==> src/rtl/plru_set.sv <==
module plru_set #(
  parameter int WAYS  = 4,
  parameter int TAG_W = 8
) (
  input  logic                     clk,
  input  logic                     rst_n,
  input  logic                     req_valid,
  output logic                     req_ready,
  input  logic [TAG_W-1:0]         req_tag,
  output logic                     rsp_valid,
  output logic                     rsp_hit,
  output logic [$clog2(WAYS)-1:0]  rsp_way,
  output logic [WAYS*TAG_W-1:0]    tags_o,
  output logic [WAYS-1:0]          valid_o,
  output logic [WAYS-2:0]          tree_o
);

  localparam int DEPTH = $clog2(WAYS);
  localparam int NODES = WAYS - 1;
  localparam int WAY_W = DEPTH;

  // pre-order position of heap node (level, pos)
  function automatic int preorder_idx(input int lvl, input int pos);
    int idx;
    idx = 0;
    for (int j = 0; j < DEPTH; j++)
      if (j < lvl) begin
        if (((pos >> (lvl - 1 - j)) & 1) == 1) idx += (1 << (DEPTH - 1 - j));
        else                                    idx += 1;
      end
    return idx;
  endfunction

  logic [TAG_W-1:0] tag_q [WAYS];
  logic [WAYS-1:0]  vld_q;
  logic [NODES-1:0] tree_h, tree_nxt;
  logic [WAYS-1:0]  match, leaf_sel;
  logic [WAY_W-1:0] hit_way, victim, use_way;
  logic             hit, fire;

  assign req_ready = 1'b1;
  assign fire      = req_valid & req_ready;
  assign hit       = |match;
  assign use_way   = hit ? hit_way : victim;

  for (genvar w = 0; w < WAYS; w++) begin : g_way
    logic [DEPTH-1:0] step_ok;
    assign match[w] = vld_q[w] && (tag_q[w] == req_tag);
    assign tags_o[w*TAG_W +: TAG_W] = tag_q[w];
    for (genvar l = 0; l < DEPTH; l++) begin : g_lvl
      localparam int H = (1 << l) - 1 + (w >> (DEPTH - l));
      localparam int D = (w >> (DEPTH - 1 - l)) & 1;
      assign step_ok[l] = (tree_h[H] == 1'(D));
    end
    assign leaf_sel[w] = &step_ok;
  end

  always_comb begin
    hit_way = '0;
    for (int w = WAYS - 1; w >= 0; w--)
      if (match[w]) hit_way = WAY_W'(w);
  end

  always_comb begin
    victim = '0;
    for (int w = 0; w < WAYS; w++)
      if (leaf_sel[w]) victim = WAY_W'(w);
  end

  for (genvar l = 0; l < DEPTH; l++) begin : g_node_lvl
    for (genvar p = 0; p < (1 << l); p++) begin : g_node
      localparam int H   = (1 << l) - 1 + p;
      localparam int PRE = preorder_idx(l, p);
      logic on_path;
      assign on_path     = ((use_way >> (DEPTH - l)) == WAY_W'(p));
      assign tree_nxt[H] = on_path ? ~use_way[DEPTH-1-l] : tree_h[H];
      assign tree_o[PRE] = tree_h[H];
    end
  end

  assign valid_o = vld_q;

  always_ff @(posedge clk or negedge rst_n) begin
    if (!rst_n) begin
      vld_q     <= '0;
      tree_h    <= '0;
      rsp_valid <= 1'b0;
      rsp_hit   <= 1'b0;
      rsp_way   <= '0;
    end else begin
      rsp_valid <= fire;
      if (fire) begin
        rsp_hit <= hit;
        rsp_way <= use_way;
        tree_h  <= tree_nxt;
        if (!hit) vld_q[victim] <= 1'b1;
      end
    end
  end

  always_ff @(posedge clk) begin
    if (fire && !hit) tag_q[victim] <= req_tag;
  end

endmodule

==> config.mk <==
export PLATFORM = sky130hd
export DESIGN_NAME = plru_set
export DESIGN_NICKNAME = d
export VERILOG_FILES = /design/src/rtl/plru_set.sv
export SDC_FILE = /design/constraint.sdc
export NUM_CORES = 1
export LEC_CHECK = 0
export BUFFER_PORTS_ARGS = -buffer_cell sky130_fd_sc_hd__buf_4
export CAP_MARGIN = 10
export CORE_MARGIN = 1.5
export CORE_UTILIZATION = 56
export DETAILED_ROUTE_END_ITERATION = 6
export PLACE_DENSITY = 0.9
export SYNTH_ARGS = -nofsm -noshare
export SYNTH_HDL_FRONTEND = slang
export SYNTH_SLANG_ARGS = --single-unit
==> constraint.sdc <==
create_clock -name clk -period 4.4 [get_ports clk]
set_input_delay 0.66 -clock clk [delete_from_list [all_inputs] [get_ports clk]]
set_output_delay 0.66 -clock clk [all_outputs]
set_load 0.02 [all_outputs]
==> results.ini, run 1 <==
[outcome]
status = finished, final reports clean

[clock_tree]
cts_buffers = 5
clk_pin_slew_worst_paths_ps = 130
ctsResizeCount = 0
postCtsHoldBufs = 0
cts-htree-levels = 2
post-cts-setup-buffers = 0
clock-sinks = 43
cts_tree = built
worstSkewPairLatency_ps = 370
cts_root_buf = clkbuf_4
cts_max_path_buffers = 2

[grt]
grt_pass1_vias = 1241
grt-ovfl-total = 0
antenna_found_initial = 0
grt_max_degree = 14
grt_pass1_wl_um = 6130
grtUsageTotal_pct = 21.5

[final_layout]
layout-drive-gt1-share_pct = 43.4
n_fill_cell = 228
diodes = 0
fin_nets = 192
area_growth_syn_to_layout_pct = 22.6

[yosys]
synth_cell_types = 33
syn_avg_cell_area_um2 = 15.5
yosys.area.top_type = edfxtp_1
yosysWarnings = 0
synth_top_area_share_pct = 47.5
synth_enable_flop_cells = 32
async_reset_ff_share_pct = 25.6
syn_nets = 142
synth.area.top_cells = edfxtp_1, dfrtp_1, xnor2_1
yosysMostFrequentCell = edfxtp_1
synth.top_cells.by_count = edfxtp_1, xnor2_1, dfrtp_1
syn_inst = 131
syn_area_um2 = 2020
synthFlopType = edfxtp_1
synth_seq_cells = 43
seq_area_frac_synth_pct = 61.1

[setup_path]
path_max_fanout = 9
path_class = input port to register
worstPathArrival_ps = 2310
start_kind = input port
cp.required_ps = 4410
crit_chain = buf_4 > xnor2_1 > nand4_1 > nor3_4 > nor2_2 > nor4b_4 > and3_1
critPathMaxStageDelay_ps = 530
crit_path_end_kind = register
r2r_slack_ps = 2110
cp_slowest_cell = and3_1

[sta]
fmax_mhz = 436
finalSetupTns_ps = 0
finalCriticalPeriod_ps = 2300
worst_slack_ps = 2100
period_share_pct = 52.2
setup_violations = 0
drv_slew = 0
rsz0062_at_grt = false
report.final.hold_viol_count = 0
skew_ps = 17.3
hold_slack_ps = 87.1

[drt]
met1_length_um = 1610
ant_nets = 0
drt-initial-drc-count = 79
finalWirelength_um = 3900
dr_wl_met3_um = 212
wl_met2_um = 2000
vias_per_cell = 5.20
route.detailed.drc = 0
highest_layer = met4
vias = 1186
wire_per_inst_um = 17.1
firstDrtPassIters = 4

[floorplanning]
die_area_um2 = 3980
start_util_pct = 59.7
dieWidth_um = 63.1
pin_count = 55
coreArea_um2 = 3390
die_h_um = 63.1
rows = 21

[placement]
place_congestion = 0.822
port_buffers = 53
dpl.hpwl_um = 2980
dp_slack_ps = 1680

[pwr]
p_per_area_nw_per_um2 = 463
p_leak_nw = 0.977
vdd_drop_max_mv = 0.310

[hold_path]
hp-class = input port to asynchronous set/reset pin

[run]
maxCapViolCount = 0

## state kept, by name, summed over array words and instances, names as in the netlist
| name | count |
|---|---|
| rsp_hit | 1 |
| rsp_valid | 1 |
| rsp_way | 2 |
| tag_q | 32 |
| tree_o | 3 |
| valid_o | 4 |
## per-stage QoR
stage          std cells  util, %  total power [mW]  instance area (um2)
5_1_grt              228     73.2              1.20                 2480
3_3_place_gp         220     70.2             0.852                 2380
3_5_place_dp         220     70.2             0.862                 2380
4_1_cts              228     73.2              1.16                 2480
6_report             228     73.2              1.15                 2480
2_1_floorplan        131        -             0.743                 2020
## path summary, 6_finish.rpt
kind,from,end,cells past startpoint
min,rst_n,rsp_way[0]$_DFFE_PN0P_,1
max reg2reg,tag_q[1][3]$_DFFE_PP_,tag_q[1][1]$_DFFE_PP_,6
max,req_tag[3],tag_q[1][1]$_DFFE_PP_,7
min reg2reg,rsp_way[1]$_DFFE_PN0P_,rsp_way[1]$_DFFE_PN0P_,1
min in group clk,req_valid,rsp_valid$_DFF_PN0_,1
max in group asynchronous,rst_n,rsp_hit$_DFFE_PN0P_,1
## layer usage
metal  vias to the layer above  GRT usage (%)
met5                         -              0
met1                       582           27.0
li1                        558              -
met3                         7           5.71
met2                        39           34.2
met4                         0           11.7
## cell families (layout without fill, tap and decap cells)
family	count (synthesis)	in the layout	synth area share, %
flops	43	43	61.1
xor+xnor	32	32	16.1
simple gates	29	29	11.1
buf+inv	13	64	5.44
compound gates	10	10	4.20
mux	3	3	1.98
other cells	1	1	0.185
## placed cells by master (no fill, tap or decap), types with 3 or more instances in the layout
master / count
and3_1: 3
buf_4: 53
clkbuf_4: 5
dfrtp_1: 11
edfxtp_1: 32
inv_1: 3
nand2_1: 5
nand3_1: 3
nand4_1: 4
nor2_1: 3
nor3_2: 3
xnor2_1: 26
xnor2_2: 6
## cell type report
cell class / count / area (um2) / area share [%]
timing repair buffer: 53 / 398 / 16.0
clock inverter: 2 / 60.1 / 2.42
clock buffer: 6 / 41.3 / 1.66
sequential: 43 / 1240 / 49.8
multi-input combinational: 75 / 678 / 27.3
inverter: 3 / 11.3 / 0.454
tap: 46 / 57.6 / 2.32
## worst max-delay path: cells and delay by family
kind,cells,cell delay (ps)
buffers and inverters,1,150
XOR/XNOR,1,140
AND/OR/NAND/NOR,5,1360
## power by group
group	total [mW]	switching [mW]	internal [mW]	leakage [nW]
logic	0.300	0.165	0.134	0.512
clock network	0.300	0.123	0.177	0.0525
registers	0.550	0.0509	0.499	0.412
total	1.15	0.339	0.811	0.977
Power figures use the tool's default switching activity.
==> run 2: changes to the inputs <==
CORE_UTILIZATION = 52   (was 56)
PLACE_DENSITY = 0.85   (was 0.9)
clock period = 2.13 ns   (was 4.4 ns; I/O delays follow)
==> run 2 against run 1 <==
Effect of this change:
- worst setup slack worse by 2100 ps
- global-route usage increased by 0.093 points
- non-clock buffer count up 12
- critical path depth is the same
- sequential power increased by 110%
- sequential share of layout area shrank 1.6 points
- routed wire length is 12% higher
- register-to-register slack lost 2100 ps
- cell count increased by 6.1%
- clock skew decreased by 14 ps
- flip-flop and latch count unchanged
- combinational power increased by 130%
==> results.ini, run 2 (same netlist as run 1, synthesis figures left out) <==
[sta]
worst_slack_ps = 22.9  ; was 2100 ps
fmax_mhz = 475
finalSetupTns_ps = 0  ; unchanged
finalCriticalPeriod_ps = 2110
skew_ps = 3.81  ; was 17.3 ps
period_share_pct = 98.9
setup_violations = 0  ; unchanged
drv_slew = 0  ; unchanged
report.final.hold_viol_count = 0  ; unchanged

[run]
maxCapViolCount = 0  ; unchanged

[setup_path]
cp.required_ps = 2140  ; was 4410 ps
ff2ff_path_depth = 7  ; was 6
crit_family = simple AND/OR/NAND/NOR gates  ; unchanged
path_depth = 7  ; unchanged
start_kind = register  ; was input port
cp_slowest_cell = edfxtp_1  ; was and3_1
path_max_fanout = 6  ; was 9
path_class = register to register  ; was input port to register
crit_path_end_kind = register  ; unchanged
worstPathArrival_ps = 2110  ; was 2310 ps
crit_chain = xnor2_1 > nand3_1 > nor3_4 > nor2_2 > nor4b_4 > and2_1 > buf_4  ; was buf_4 > xnor2_1 > nand4_1 > nor3_4 > nor2_2 > nor4b_4 > and3_1
critPathMaxStageDelay_ps = 410  ; was 530 ps
cp.buffers_inverters = 1  ; unchanged

[floorplanning]
start_util_pct = 54.9  ; was 59.7%
coreArea_um2 = 3690  ; was 3390 um2
pin_count = 55  ; unchanged
dieWidth_um = 65.4  ; was 63.1 um
rows = 22  ; was 21
die_h_um = 65.4  ; was 63.1 um
die_area_um2 = 4280  ; was 3980 um2

[pwr]
p_leak_nw = 1.03  ; was 0.977 nW
vdd_drop_max_mv = 0.666  ; was 0.310 mV
p_per_area_nw_per_um2 = 900  ; was 463 nW/um2

[final_layout]
largest_register_ffs = 32  ; unchanged
final_common_cell = buf_4  ; unchanged
area_growth_syn_to_layout_pct = 26.6  ; was 22.6%
fin_nets = 204  ; was 192
largest_register = tag_q  ; unchanged
layout-drive-gt1-share_pct = 45.4  ; was 43.4%
finalNonFillerCells = 242  ; was 228
diodes = 0  ; unchanged
layout_common_cells = buf_4, edfxtp_1, xnor2_1  ; unchanged
fin_area_um2 = 2560  ; was 2480 um2

[clock_tree]
cts-htree-levels = 2  ; unchanged
cts_buffers = 5  ; unchanged
worstSkewPairLatency_ps = 290  ; was 370 ps
clk_pin_slew_worst_paths_ps = 80  ; was 130 ps
cts_tree = built  ; unchanged
cts_root_buf = clkbuf_8  ; was clkbuf_4
cts_max_path_buffers = 2  ; unchanged
clock-sinks = 43  ; unchanged

[grt]
grt_pass1_vias = 1345  ; was 1,241
grt_max_degree = 13  ; was 14
grtUsageTotal_pct = 21.6  ; was 21.5%
antenna_found_initial = 0  ; unchanged
grt-ovfl-total = 0  ; unchanged
grt_pass1_wl_um = 6700  ; was 6130 um

[drt]
drt-initial-drc-count = 34  ; was 79
finalWirelength_um = 4360  ; was 3900 um
wire_per_inst_um = 18.0  ; was 17.1 um
ant_nets = 0  ; unchanged
route.detailed.drc = 0  ; unchanged
vias_per_cell = 5.32  ; was 5.20
vias = 1288  ; was 1,186
firstDrtPassIters = 4  ; unchanged

[placement]
dpl.hpwl_um = 3240  ; was 2980 um
dp_slack_ps = -58.9  ; was 1680 ps
place_inst = 230  ; was 220
place_congestion = 0.858  ; was 0.822
dpl-instance-area_um2 = 2440  ; was 2380 um2
port_buffers = 53  ; unchanged

[hold_path]
whs_path_depth = 1
hp-class = input port to register  ; was input port to asynchronous set/reset pin

[outcome]
status = finished, final reports clean  ; unchanged

run 2: changes by cell type in the layout (fill, tap and decap cells not counted):
cell	change
buf_4	+11
clkbuf_4	-5
clkbuf_8	+5
clkinv_1	+2
dlygate4sd3_1	+1
nor3_2	-1
nor3_4	+1
bufinv_16	-2
run 2: final timing paths:
path                                              from                     end  slack [ps]
worst min register to register  rsp_way[1]$_DFFE_PN0P_  rsp_way[1]$_DFFE_PN0P_         490
worst min-delay path                         req_valid     rsp_valid$_DFF_PN0_         220
min in group asynchronous                        rst_n   tree_o[0]$_DFFE_PN0P_         390
worst max-delay path             tag_q[0][7]$_DFFE_PP_   tag_q[0][5]$_DFFE_PP_          20
worst max register to register   tag_q[0][7]$_DFFE_PP_   tag_q[0][5]$_DFFE_PP_          20
max in group asynchronous                        rst_n  valid_o[0]$_DFFE_PN0P_        1590
run 2: per-layer routing:
metal | global-route usage (%) | part of all wire [%] | vias to the layer above
li1 | - | - | 577
met5 | 0 | 0 | -
met4 | 6.51 | 0.92 | 0
met2 | 36.9 | 54 | 54
met1 | 26.8 | 39 | 651
met3 | 6.16 | 6.5 | 6
run 2: final cells by class:
class	instances	area [um2]
fillers	270	1130
well taps	48	60.1
repair buffers	65	490
clock buffers	6	72.6
inverters	3	11.3
flip-flops and latches	43	1240
multi-input cells	75	684
clock inverters	2	7.51
run 2: worst reg2reg max path, stage by stage, from the launching register on:
cell,delay (ps)
edfxtp_1,410
xnor2_1,190
nand3_1,160
nor3_4,80
nor2_2,190
nor4b_4,350
and2_1,250
buf_4,190
run 2: where the power goes:
group | switching [mW] | internal (mW) | leakage (nW)
sequential | 0.108 | 1.03 | 0.412
clock | 0.260 | 0.224 | 0.0403
combinational | 0.366 | 0.317 | 0.580
total | 0.734 | 1.57 | 1.03
run 2: metrics by stage:
| stage | util (%) | hold slack, ps | total power [mW] |
|---|---|---|---|
| after CTS | 69.1 | 211 | 2.31 |
| after floorplan | - | 23.9 | 1.53 |
| after global routing | 69.5 | 217 | 2.40 |
| final | 69.5 | 220 | 2.31 |
| after global placement | 66.2 | 155 | 1.80 |
| after detailed placement | 66.2 | 157 | 1.82 |
run 2: repair_timing:
item	in CTS	in global routing
hold endpoints to repair	11	0
buffers inserted	2	1
resized for setup	0	1
hold buffers	1	0
endpoints found under the setup margin	3	30
==> run 3: changes to the inputs <==
CTS_CLUSTER_DIAMETER = 200   (was not set)
SETUP_SLACK_MARGIN = 0.5   (was not set)
==> run 3 against run 2 <==
Effect of this change:
- routed wire length rose by 7.0%
- maximum frequency is 6.9% higher
- hold slack lost 2.2 ps
- total power grew 3.0%
- largest power group unchanged
==> results.ini, run 3 (same netlist as run 1, synthesis figures left out) <==
[hold_path]
hp-class = input port to register  ; unchanged

[run]
maxCapViolCount = 0  ; unchanged

[setup_path]
start_kind = register  ; unchanged
crit_path_end_kind = register  ; unchanged
crit_family = simple AND/OR/NAND/NOR gates  ; unchanged
worstPathArrival_ps = 1970  ; was 2110 ps
cp_slowest_cell = edfxtp_1  ; unchanged
path_max_fanout = 8  ; was 6
critPathMaxStageDelay_ps = 460  ; was 410 ps
path_class = register to register  ; unchanged
crit_chain = xnor2_2 > nand4_1 > nor3_4 > nor2_2 > nor4b_4 > and3_4  ; was xnor2_1 > nand3_1 > nor3_4 > nor2_2 > nor4b_4 > and2_1 > buf_4
cp.buffers_inverters = 0  ; was 1
cp.required_ps = 2130  ; was 2140 ps

[grt]
grtUsageTotal_pct = 21.7  ; was 21.6%
grt_max_degree = 13  ; unchanged
antenna_found_initial = 0  ; unchanged
grt_pass1_wl_um = 6620  ; was 6700 um
grt-ovfl-total = 0  ; unchanged
grt_pass1_vias = 1273  ; was 1,345

[final_layout]
diodes = 0  ; unchanged
layout_common_cells = buf_4, edfxtp_1, xnor2_1  ; unchanged
area_growth_syn_to_layout_pct = 34.0  ; was 26.6%
fin_nets = 212  ; was 204
layout-drive-gt1-share_pct = 55.4  ; was 45.4%
largest_register = tag_q  ; unchanged
largest_register_ffs = 32  ; unchanged
final_common_cell = buf_4  ; unchanged

[floorplanning]
start_util_pct = 54.9  ; unchanged
coreArea_um2 = 3690  ; unchanged
die_h_um = 65.4  ; unchanged
pin_count = 55  ; unchanged
dieWidth_um = 65.4  ; unchanged
die_area_um2 = 4280  ; unchanged
rows = 22  ; unchanged

[outcome]
status = finished, final reports clean  ; unchanged

[clock_tree]
clk_pin_slew_worst_paths_ps = 80  ; about the same
cts-htree-levels = 2  ; unchanged
clock-sinks = 43  ; unchanged
cts_buffers = 5  ; unchanged
cts_root_buf = clkbuf_8  ; unchanged
cts_tree = built  ; unchanged
worstSkewPairLatency_ps = 300  ; was 290 ps
cts_max_path_buffers = 2  ; unchanged

[pwr]
p_leak_nw = 1.11  ; was 1.03 nW
p_per_area_nw_per_um2 = 876  ; was 900 nW/um2
design_power_total_mw = 2.37  ; was 2.31 mW
vdd_drop_max_mv = 0.675  ; was 0.666 mV

[drt]
firstDrtPassIters = 4  ; unchanged
drt-initial-drc-count = 65  ; was 34
ant_nets = 0  ; unchanged
vias = 1346  ; was 1,288
dr_wl_met3_um = 298  ; was 285 um
vias_per_cell = 5.38  ; was 5.32
wl_met2_um = 2430  ; was 2350 um
finalWirelength_um = 4660  ; was 4360 um
highest_layer = met4  ; unchanged
route.detailed.drc = 0  ; unchanged
met1_length_um = 1810  ; was 1680 um
wire_per_inst_um = 18.6  ; was 18.0 um

[sta]
finalCriticalPeriod_ps = 1970  ; was 2110 ps
report.final.hold_viol_count = 0  ; unchanged
skew_ps = 6.97  ; was 3.81 ps
fmax_mhz = 508  ; was 475 MHz
rsz0062_at_grt = true
finalSetupTns_ps = 0  ; unchanged
period_share_pct = 92.5  ; was 98.9%
drv_slew = 0  ; unchanged
setup_violations = 0  ; unchanged

[placement]
place_congestion = 0.826  ; was 0.858
port_buffers = 53  ; unchanged
dpl.hpwl_um = 3030  ; was 3240 um

==> run 3: per-layer routing <==
metal | up-vias | global-route usage (%)
li1 | 600 | -
met1 | 678 | 28.1
met2 | 60 | 35.1
met3 | 8 | 6.34
met4 | 0 | 7.55
met5 | - | 0
==> run 3: worst paths after layout <==
| check | start | to | slack (ps) | cells after the start |
|---|---|---|---|---|
| min in group asynchronous | rst_n | valid_o[3]$_DFFE_PN0P_ | 380 | 2 |
| max | tag_q[1][4]$_DFFE_PP_ | tag_q[1][5]$_DFFE_PP_ | 160 | 6 |
| min | req_valid | rsp_valid$_DFF_PN0_ | 220 | 1 |
| min reg2reg | rsp_way[1]$_DFFE_PN0P_ | rsp_way[1]$_DFFE_PN0P_ | 480 | 1 |
| max in group asynchronous | rst_n | valid_o[1]$_DFFE_PN0P_ | 1610 | 2 |
| max reg2reg | tag_q[1][4]$_DFFE_PP_ | tag_q[1][5]$_DFFE_PP_ | 160 | 6 |
==> run 3: per-stage QoR <==
step	utilization (%)	hold slack [ps]	cells	cell area (um2)	worst slack, ps
6_report	73.5	217	250	2710	160
5_1_grt	73.5	210	250	2710	77.1
4_1_cts	69.4	207	237	2560	238
3_5_place_dp	65.6	159	223	2420	34.2
3_3_place_gp	65.6	152	223	2420	68.1
2_1_floorplan	-	23.9	131	2050	175
==> run 3: where the power goes <==
group          total [mW]  internal [mW]  switching [mW]
Sequential           1.15           1.03           0.114
Combinational       0.730          0.345           0.385
Clock               0.499          0.230           0.269
==> run 3: cell type report <==
class / count / area, um2
Tap cell: 48 / 60.1
Clock buffer: 7 / 76.3
Clock inverter: 1 / 5.00
Fill cell: 237 / 976
Sequential cell: 43 / 1240
Inverter: 3 / 11.3
Multi-Input combinational cell: 75 / 773
Timing Repair Buffer: 73 / 551
==> run 3: worst reg2reg max path, cell delays in order, from the launching register on <==
cell,delay (ps)
edfxtp_1,460
xnor2_2,170
nand4_1,150
nor3_4,60
nor2_2,120
nor4b_4,370
and3_4,350
==> run 3: timing repair <==
action	in CTS	in global routing
hold endpoints to repair	11	0
pin swaps	4	8
hold buffers	1	0
cloned	0	0
setup buffers	5	13
gates resized for setup	2	11
endpoints found under the setup margin	39	42
